$ cat src/rtl/sm_pkg.sv
package sm_pkg;

    localparam int DW = 8;

    localparam logic [7:0] ADDR_PME     = 8'h80;
    localparam logic [7:0] ADDR_IRQ_RLD = 8'h8C;
    localparam logic [7:0] ADDR_VID_RLD = 8'h8D;
    localparam logic [7:0] ADDR_RUN     = 8'h94;
    localparam logic [7:0] ADDR_SUSP    = 8'h95;
    localparam logic [7:0] ADDR_CFG     = 8'h96;

    localparam int PME_GLOBAL_BIT = 0;
    localparam int PME_IRQ_BIT    = 3;
    localparam int PME_VID_BIT    = 4;
    localparam int CFG_MOD_BIT    = 0;

    localparam int NUM_SPD = 2;

    typedef enum logic [1:0] {
        PH_IDLE = 2'd0,
        PH_RUN  = 2'd1,
        PH_SUSP = 2'd2
    } phase_e;

    typedef struct packed {
        logic [DW-1:0] pme;
        logic [DW-1:0] irq_rld;
        logic [DW-1:0] vid_rld;
        logic [DW-1:0] run_cnt;
        logic [DW-1:0] susp_cnt;
        logic [DW-1:0] cfg;
    } regs_t;

    typedef struct packed {
        phase_e        ph;
        logic [DW-1:0] left;
    } phase_t;

    // Choose the next phase, skipping one whose count is zero.
    function automatic phase_t phase_pick(input logic want_susp,
                                          input logic [DW-1:0] susp_c,
                                          input logic [DW-1:0] run_c);
        phase_t p;
        if (want_susp && susp_c != '0) begin
            p.ph = PH_SUSP; p.left = susp_c;
        end else if (run_c != '0) begin
            p.ph = PH_RUN;  p.left = run_c;
        end else if (susp_c != '0) begin
            p.ph = PH_SUSP; p.left = susp_c;
        end else begin
            p.ph = PH_RUN;  p.left = '0;
        end
        return p;
    endfunction

endpackage

$ cat src/rtl/sm_regs.sv
module sm_regs
    import sm_pkg::*;
(
    input  logic          clk,
    input  logic          rst,
    input  logic          wr,
    input  logic [7:0]    addr,
    input  logic [DW-1:0] wdata,
    output regs_t         regs,
    output logic [DW-1:0] rdata
);

    always_ff @(posedge clk) begin
        if (rst) begin
            regs <= '0;
        end else if (wr) begin
            case (addr)
                ADDR_PME:     regs.pme      <= wdata;
                ADDR_IRQ_RLD: regs.irq_rld  <= wdata;
                ADDR_VID_RLD: regs.vid_rld  <= wdata;
                ADDR_RUN:     regs.run_cnt  <= wdata;
                ADDR_SUSP:    regs.susp_cnt <= wdata;
                ADDR_CFG:     regs.cfg      <= wdata;
                default: ;
            endcase
        end
    end

    always_comb begin
        case (addr)
            ADDR_PME:     rdata = regs.pme;
            ADDR_IRQ_RLD: rdata = regs.irq_rld;
            ADDR_VID_RLD: rdata = regs.vid_rld;
            ADDR_RUN:     rdata = regs.run_cnt;
            ADDR_SUSP:    rdata = regs.susp_cnt;
            ADDR_CFG:     rdata = regs.cfg;
            default:      rdata = '0;
        endcase
    end

endmodule

$ cat src/rtl/sm_prescale.sv
module sm_prescale #(
    parameter int CYC_PER_TICK = 4000,
    parameter int TICKS_PER_MS = 31
) (
    input  logic clk,
    input  logic rst,
    output logic tick,
    output logic ms_stb
);

    localparam int CW = (CYC_PER_TICK > 1) ? $clog2(CYC_PER_TICK) : 1;
    localparam int MW = (TICKS_PER_MS > 1) ? $clog2(TICKS_PER_MS) : 1;
    localparam logic [CW-1:0] CYC_LAST = CW'(CYC_PER_TICK - 1);
    localparam logic [MW-1:0] MS_LAST  = MW'(TICKS_PER_MS - 1);

    logic [CW-1:0] cyc_q;
    logic [MW-1:0] tk_q;

    assign tick   = (cyc_q == CYC_LAST);
    assign ms_stb = tick && (tk_q == MS_LAST);

    always_ff @(posedge clk) begin
        if (rst) begin
            cyc_q <= '0;
            tk_q  <= '0;
        end else begin
            cyc_q <= tick ? '0 : cyc_q + 1'b1;
            if (tick) tk_q <= (tk_q == MS_LAST) ? '0 : tk_q + 1'b1;
        end
    end

endmodule

$ cat src/rtl/sm_speedup_tmr.sv
module sm_speedup_tmr
    import sm_pkg::*;
(
    input  logic          clk,
    input  logic          rst,
    input  logic          trig,
    input  logic          en,
    input  logic [DW-1:0] reload,
    input  logic          ms_stb,
    output logic          active
);

    logic [DW-1:0] cnt_q;

    assign active = (cnt_q != '0);

    always_ff @(posedge clk) begin
        if (rst)                  cnt_q <= '0;
        else if (trig && en)      cnt_q <= reload;
        else if (ms_stb && active) cnt_q <= cnt_q - 1'b1;
    end

endmodule

$ cat src/rtl/sm_phase.sv
module sm_phase
    import sm_pkg::*;
(
    input  logic          clk,
    input  logic          rst,
    input  logic          tick,
    input  logic          mod_en,
    input  logic          hold,
    input  logic [DW-1:0] susp_c,
    input  logic [DW-1:0] run_c,
    output logic          susp
);

    phase_t st_q;

    assign susp = (st_q.ph == PH_SUSP);

    always_ff @(posedge clk) begin
        if (rst) begin
            st_q <= '{ph: PH_IDLE, left: '0};
        end else if (!mod_en || hold) begin
            st_q <= '{ph: PH_IDLE, left: '0};
        end else if (st_q.ph == PH_IDLE) begin
            st_q <= phase_pick(1'b0, susp_c, run_c);
        end else if (tick) begin
            if (st_q.left > 1) st_q.left <= st_q.left - 1'b1;
            else               st_q <= phase_pick(st_q.ph == PH_RUN, susp_c, run_c);
        end
    end

endmodule

$ cat src/rtl/susp_throttle.sv
module susp_throttle
    import sm_pkg::*;
#(
    parameter int CYC_PER_TICK = 4000,
    parameter int TICKS_PER_MS = 31
) (
    input  logic       clk,
    input  logic       rst,
    input  logic       reg_wr,
    input  logic [7:0] reg_addr,
    input  logic [7:0] reg_wdata,
    output logic [7:0] reg_rdata,
    input  logic       irq_evt,
    input  logic       vid_evt,
    output logic       susp_n
);

    regs_t               regs;
    logic                tick, ms_stb;
    logic                mod_en, spd_any, susp_int;
    logic [NUM_SPD-1:0]  evt, src_en, act;
    logic [DW-1:0]       rld [NUM_SPD];

    sm_regs i_regs (
        .clk(clk), .rst(rst), .wr(reg_wr), .addr(reg_addr),
        .wdata(reg_wdata), .regs(regs), .rdata(reg_rdata)
    );

    sm_prescale #(.CYC_PER_TICK(CYC_PER_TICK), .TICKS_PER_MS(TICKS_PER_MS)) i_pre (
        .clk(clk), .rst(rst), .tick(tick), .ms_stb(ms_stb)
    );

    assign evt    = {vid_evt, irq_evt};
    assign src_en = {regs.pme[PME_VID_BIT], regs.pme[PME_IRQ_BIT]} &
                    {NUM_SPD{regs.pme[PME_GLOBAL_BIT]}};
    assign rld[0] = regs.irq_rld;
    assign rld[1] = regs.vid_rld;

    for (genvar g = 0; g < NUM_SPD; g++) begin : g_spd
        sm_speedup_tmr i_tmr (
            .clk(clk), .rst(rst), .trig(evt[g]), .en(src_en[g]),
            .reload(rld[g]), .ms_stb(ms_stb), .active(act[g])
        );
    end

    assign spd_any = |act;
    assign mod_en  = regs.cfg[CFG_MOD_BIT];

    sm_phase i_phase (
        .clk(clk), .rst(rst), .tick(tick), .mod_en(mod_en), .hold(spd_any),
        .susp_c(regs.susp_cnt), .run_c(regs.run_cnt), .susp(susp_int)
    );

    assign susp_n = ~(susp_int & ~spd_any & mod_en);

endmodule

$ cat config.mk
export PLATFORM = sky130hd
export DESIGN_NAME = susp_throttle
export DESIGN_NICKNAME = d
export VERILOG_FILES = /design/src/rtl/sm_pkg.sv /design/src/rtl/sm_regs.sv /design/src/rtl/sm_prescale.sv /design/src/rtl/sm_speedup_tmr.sv /design/src/rtl/sm_phase.sv /design/src/rtl/susp_throttle.sv
export SDC_FILE = /design/constraint.sdc
export NUM_CORES = 1
export LEC_CHECK = 0
export CORE_UTILIZATION = 43
export CTS_CLUSTER_DIAMETER = 60
export DETAILED_ROUTE_END_ITERATION = 6
export SETUP_SLACK_MARGIN = 0.4
export SLEW_MARGIN = 20
export SYNTH_ARGS = -nofsm -noshare
export SYNTH_HDL_FRONTEND = slang
export SYNTH_SLANG_ARGS = --single-unit
$ cat constraint.sdc
create_clock -name clk -period 3.9 [get_ports clk]
set_input_delay 0.39 -clock clk [delete_from_list [all_inputs] [get_ports clk]]
set_output_delay 0.39 -clock clk [all_outputs]
set_load 0.01 [all_outputs]
After elaboration in Yosys (flattened, before gate mapping)
Cells that the tools add are included.
{ "op_classes": {"n_addsub": 5, "n_lt_le_gt_ge": 1, "eq_ne": 11, "muxes": 13, "n_bitwise": 5, "reduce_logical": 26} }
{ "op_table": {"columns": ["operator", "n"], "rows": [
  ["10-bit two-way mux", 5],
  ["8-bit == test, second input constant", 6],
  ["8-bit case mux with 6 select lines", 1],
  ["8-bit two-way mux", 5],
  ["8-bit nonzero test", 4],
  ["8-bit by 1-bit subtractor with 8-bit output, second input constant", 3],
  ["2-bit AND reduction", 7],
  ["12-bit by 1-bit adder with 12-bit output, second input constant", 1],
  ["12-bit == test, second input constant", 1],
  ["8-bit by 1-bit greater-than comparator with 1-bit output, second input constant", 1],
  ["1-bit logical AND", 6],
  ["2-bit nonzero test", 3],
  ["2-bit OR reduction", 3],
  ["5-bit by 1-bit adder with 5-bit output, second input constant", 1],
  ["5-bit == test, second input constant", 1],
  ["5-bit two-way mux", 1],
  ["1-bit AND", 2],
  ["2-bit AND", 1],
  ["2-bit by 1-bit == test with 1-bit output, second input constant", 1],
  ["2-bit == test, second input constant", 1],
  ["2-bit zero test", 1],
  ["2-bit two-way mux", 1],
  ["2-bit by 1-bit != test with 1-bit output, second input constant", 1],
  ["1-bit NOT", 2],
  ["other kinds (2)", 2]
]} }
{ "word_totals": {"ff_bits": 91, "inputBits": 21, "out_inout_bits": 9, "word_cells": 73} }

Longest topological paths before layout
{ "logic_depth": {"depth_word": 7, "depth_mapped": 8} }

By module
A second synthesis with hierarchy kept.
{ "unflattened": {"cells_unflattened": 581, "hier_area_um2": 5253.8} }
{ "modules_own_cells": {"columns": ["module", "instances", "cells_per_inst", "area_each_um2", "seq_area_each_um2"], "rows": [
  ["sm_regs", 1, 226, 2366.0, 960.9],
  ["sm_phase", 1, 138, 1002.2, 200.2],
  ["sm_speedup_tmr", 2, 57, 474.2, 160.2],
  ["sm_prescale", 1, 99, 907.1, 340.3],
  ["susp_throttle", 1, 4, 30.0, 0.0]
]} }

Least setup slack after synthesis
Ideal clock, no wire load.
{ "synth_timing": {"path_kind": "input to output", "from": "input port reg_addr[4]", "to": "output port reg_rdata[0]", "arrival_ps": 1818, "required_ps": 3510, "path_slack_ps": 1692, "stages": 5, "n_path_buf": 1, "cell_sequence": "or4b_4 -> nor4_4 -> buf_2 -> a222oi_1 -> nand2_1"} }
{ "synth_via": {"elab_chain_len": 2, "word_cells_on_any_way": 7} }
{ "synth_rtl": {"columns": ["item", "line", "text"], "rows": [
  ["start, declared", "susp_throttle.sv:10", "input logic [7:0] reg_addr,"],
  ["8-bit == test", "sm_regs.sv:30", "case (addr)"],
  ["8-bit case mux with 6 select lines *", "sm_regs.sv:30", null],
  ["end, declared", "susp_throttle.sv:12", "output logic [7:0] reg_rdata,"]
]} }
Every way passes the cells marked *; elsewhere a longest branch is shown, timed or not.

Worst setup path in the final report
{ "layout_timing": {"from": "input port reg_addr[1]", "to": "output port reg_rdata[1]"} }
Same word-level chain as after synthesis.

==> flow_results.org <==
** Synth
- Net Count, Synth :: 585
- After synthesis, the largest family of logic cells by area is simple AND/OR/NAND/NOR gates.
- Adder and majority gate portion of the synthesized area :: 0.02390
- Synthesized netlist cell count :: 555
- Share of the yosys chip area belonging to registers :: 0.3867
- Xor/xnor cell area share of the yosys netlist :: 0.04090
- Post-Syn Area per Cell :: 8.488 um^2
- Of the total synthesized cell area, the portion taken by AND, OR, NAND and NOR gates is 0.2606.
- In this run, synthesis inferred 0 flip-flops with an integrated enable.
- Of the post-synthesis cell area, the dominant cell type holds 0.3867.
- Complex-gate fraction of the synthesized area :: 0.1806
- Top_reg_cell synth :: sky130_fd_sc_hd__dfxtp_1
- Yosys attributes the largest share of cell area to sky130_fd_sc_hd__dfxtp_1, sky130_fd_sc_hd__mux2i_1, sky130_fd_sc_hd__nand2_1, sky130_fd_sc_hd__a21oi_1, sky130_fd_sc_hd__nor2_1.
- Mux cell area share after synthesis :: 0.07437
- Summing every instance area after synthesis gives 4711 um^2.
- Number of storage elements in the synthesis netlist :: 91
- Proportion of register bits with asynchronous set or reset after synthesis :: 0
- Warning count from the yosys run :: 0
- Most area-hungry cell type in the Yosys netlist :: sky130_fd_sc_hd__dfxtp_1
- Cell variety after synth :: 57

** Floorplan
- The die is 106.7 um tall.
- 30 I/O pins were placed.
- Horiz. Die Dim :: 106.7 um
- Die outline area :: 11380 um^2
- For this configuration, the core starts out at a cell density of 0.4503.
- The total area inside the core boundary comes to 10460 um^2.
- The floorplan has 37 rows.

** STA
- Final setup margin :: 0.6417 ns
- Of the available clock period, the critical path in the final layout requires 0.8355.
- For the pin with the worst max-slew slack, the measured transition is 0.7667 ns.
- Across the routed clock network, the largest skew measured is 0.01401 ns.
- Static timing analysis puts the maximum clock frequency at 306.9 MHz.
- Setup violators final :: 0
- Worst slew margin relative to its limit :: 0.4861
- Unrepaired setup endpoints after global routing :: no
- The clock period could shrink to 3.258 ns.
- Summed over all failing endpoints, the final setup total negative slack is 0 ns.
- The final count of hold timing violations came to 0.
- The number of max-slew violations in the final report came to 0.

** Clock tree
- Count of cells resized by post-cts repair :: 0
- After clock tree synthesis, the clock-pin slew on the worst setup and hold paths is 0.09 ns.
- Clock Tree Root :: sky130_fd_sc_hd__clkbuf_8
- CTS built an H-tree with a depth of 3.
- Hold-fix buffer count after cts :: 0
- TritonCTS built the clock tree.
- In this run, CTS created clock tree buffers numbering 9.
- Post-CTS timing repair inserted 0 buffers for setup.
- At the later pin of the worst-skew pair, clock insertion delay measures 0.36 ns.
- Counting along the longest clock path gives a buffer depth of 2.
- Total number of clock tree sinks :: 91

** Finish
- Layout Area Growth over Synthesis :: 12.32%
- Final net count :: 604
- The repair_antennas step left the layout with diodes totalling 0.
- Final instance area :: 5291 um^2
- For this run, the share of the core covered by cells in the final layout is 0.5057.
- Of the cells placed in the final design, the portion with a size suffix greater than 1 is 0.06401.

** Global routing
- For this run, the total global-route usage over all layers was measured as 0.2280.
- Maximum number of pins on one net before global-route repair :: 43
- Number of antenna violations at the first check in global routing :: 0
- The via count of the first global-routing pass was 4028.
- Global-route wire length before repair :: 20430 um
- Total grt overflow :: 0

** Placed design
- The congestion estimate from routability-driven global placement came to 0.8830.
- HPWL Detailed :: 9030 um
- Input and output buffers added on the ports amount to 29.
- The placed instances occupy a cell area of 5094 um^2.
- OpenSTA, run right after detailed placement, puts the worst setup slack at 0.6445 ns.

** Power and ir drop
- Worst supply voltage drop on vdd :: 183.7 uV
- The share of total power dissipated in the clock network is 0.392.
- For this design the total switching power over the nets is 400.9 uW.
- Of the total power, the share spent switching nets is 0.2412.
- Of the total power, registers draw 0.562.
- Cell Pwr Density :: 314.2 nW/um^2
- The internal power of the cells totals 1.261 mW.
- For this design the static power due to leakage is 2.027 nW.
- The design draws 1.662 mW.
- Part of the total power dissipated in combinational logic :: 0.046

** Critical path
- Critical path capture point type :: output pin
- Crit path cell chain :: clkdlybuf4s50_1 > nor2b_1 > nand2_1 > o21ai_0 > a222oi_1 > nand2_1 > clkdlybuf4s50_1
- Critical path's top delay family :: buffers and inverters
- On the worst path, the slowest cell contributes a delay of 0.81 ns.
- In this run the worst path has a maximum fanout of 13.
- Worst EP required :: 3.51 ns
- At the worst endpoint, the arrival time is 2.87 ns.
- The most critical setup path has its startpoint at reg_addr[1].
- The worst setup path is launched from an input pin.
- WP buf/inv :: 2
- On the critical path, the stage with the largest delay is an instance of sky130_fd_sc_hd__clkdlybuf4s50_1.
- Launch instance of the worst register-to-register path :: i_pre.cyc_q[0]$_SDFF_PP0_
- Crit Path Class :: in2out

** Detailed routing
- Iteration-0 DRC count of the detailed router :: 352
- Routed via count divided by cell count :: 5.895
- The detail route stage leaves a number of antenna-violating nets equal to 0.
- Number of DRC violations after detailed routing :: 0
- Total number of vias :: 4209
- Detailed Route WL :: 12380 um
- Wire length per cell :: 17.33 um
- Number of optimization iterations in the first detailed-route pass :: 5

** Outcome
- The run finished with clean final reports.

** Hold path
- Worst min-delay path category :: reg2reg
- In this run the most critical hold path is launched from i_regs.regs[41]$_SDFFE_PP0P_.

** Job
- Across the run, the number of max-cap violations was 0.
==> cell families (layout without fill, tap and decap cells) <==
kind of cell    after synthesis  after routing
flops                        91             91
compound gates              125            125
fa+ha+maj                     9              9
simple gates                236            236
buf+inv                      37             60
mux                          35             35
xor+xnor                     22             22
==> power groups by stage <==
stage                     clock, mW  sequential, mW  combinational [mW]
after floorplan                   0           0.956              0.0337
after global placement            0           0.956              0.0752
after detailed placement          0           0.956              0.0757
after CTS                     0.672           0.935              0.0761
after global routing          0.713           0.935              0.0819
final                         0.652           0.935              0.0760
==> worst reg2reg max path, delay by kind of cell, from the launching register on <==
family,cells,cell delay [ns]
and+or+nand+nor,2,1.04
DFF,1,0.37
adders and majority gates,1,0.22
AOI/OAI and AO/OA,3,0.69
==> sequential cells by signal, summed over array words and instances (netlist names) <==
register	cells
i_regs.regs	48
g_spd.i_tmr.cnt_q	16
i_pre.cyc_q	12
i_phase.st_q	10
i_pre.tk_q	5
==> per-stage QoR <==
stage / std cells / hold slack [ns]
after floorplan: 555 / 0.4262
after global placement: 699 / 0.4366
after detailed placement: 699 / 0.4454
after CTS: 714 / 0.4448
after global routing: 714 / 0.4652
final: 714 / 0.4574
==> placed cells by master, fill, tap and decap left out, types with 8 or more instances in the layout <==
cell and instances:
sky130_fd_sc_hd__nand4_1 11, sky130_fd_sc_hd__ha_1 9, sky130_fd_sc_hd__nor2_1 58, sky130_fd_sc_hd__inv_1 10, sky130_fd_sc_hd__a21oi_1 45, sky130_fd_sc_hd__nand2_1 76
sky130_fd_sc_hd__clkbuf_8 9, sky130_fd_sc_hd__dfxtp_1 91, sky130_fd_sc_hd__a22o_1 16, sky130_fd_sc_hd__nand3_1 30, sky130_fd_sc_hd__o21ai_0 18, sky130_fd_sc_hd__a222oi_1 8
sky130_fd_sc_hd__xnor2_1 17, sky130_fd_sc_hd__mux2i_1 35, sky130_fd_sc_hd__clkdlybuf4s50_1 28
==> synth_stat cells, types with 7 or more instances <==
master and number:
sky130_fd_sc_hd__nand3_1 30, sky130_fd_sc_hd__dfxtp_1 91, sky130_fd_sc_hd__xnor2_1 17, sky130_fd_sc_hd__inv_1 10, sky130_fd_sc_hd__a22o_1 16, sky130_fd_sc_hd__clkbuf_1 15, sky130_fd_sc_hd__nor2_1 58, sky130_fd_sc_hd__buf_2 7
sky130_fd_sc_hd__nand4_1 11, sky130_fd_sc_hd__nor3_1 7, sky130_fd_sc_hd__o21ai_0 18, sky130_fd_sc_hd__a31oi_1 7, sky130_fd_sc_hd__mux2i_1 35, sky130_fd_sc_hd__nor4_1 7, sky130_fd_sc_hd__a21oi_1 45, sky130_fd_sc_hd__nand2_1 76
sky130_fd_sc_hd__a222oi_1 8, sky130_fd_sc_hd__ha_1 9
==> metal layers <==
| metal | up-vias | track usage | wire (um) |
|---|---|---|---|
| li1 | 2069 | - | - |
| met1 | 2023 | 0.3065 | 5828 |
| met2 | 110 | 0.3765 | 5875 |
| met3 | 7 | 0.03951 | 598 |
| met4 | 0 | 0.06067 | 72 |
| met5 | - | 0 | 0 |
==> final timing paths <==
check                                                    end  slack (ns)  cells past startpoint
worst min-delay path            i_regs.regs[41]$_SDFFE_PP0P_        0.46                      2
worst min register to register  i_regs.regs[41]$_SDFFE_PP0P_        0.46                      2
worst max-delay path                            reg_rdata[1]        0.64                      7
worst max register to register  i_phase.st_q[0]$_SDFFE_PP0P_        1.46                      6
==> final cells by class <==
type	count	area, um^2
clock buffer	9	123.9
inverter	10	37.54
fill	1043	5171
timing repair buffer	35	330.3
tap	136	170.2
sequential	91	1822
multi-input combinational	427	2734
clock inverter	6	73.82
(Power assumes the default switching activity.)
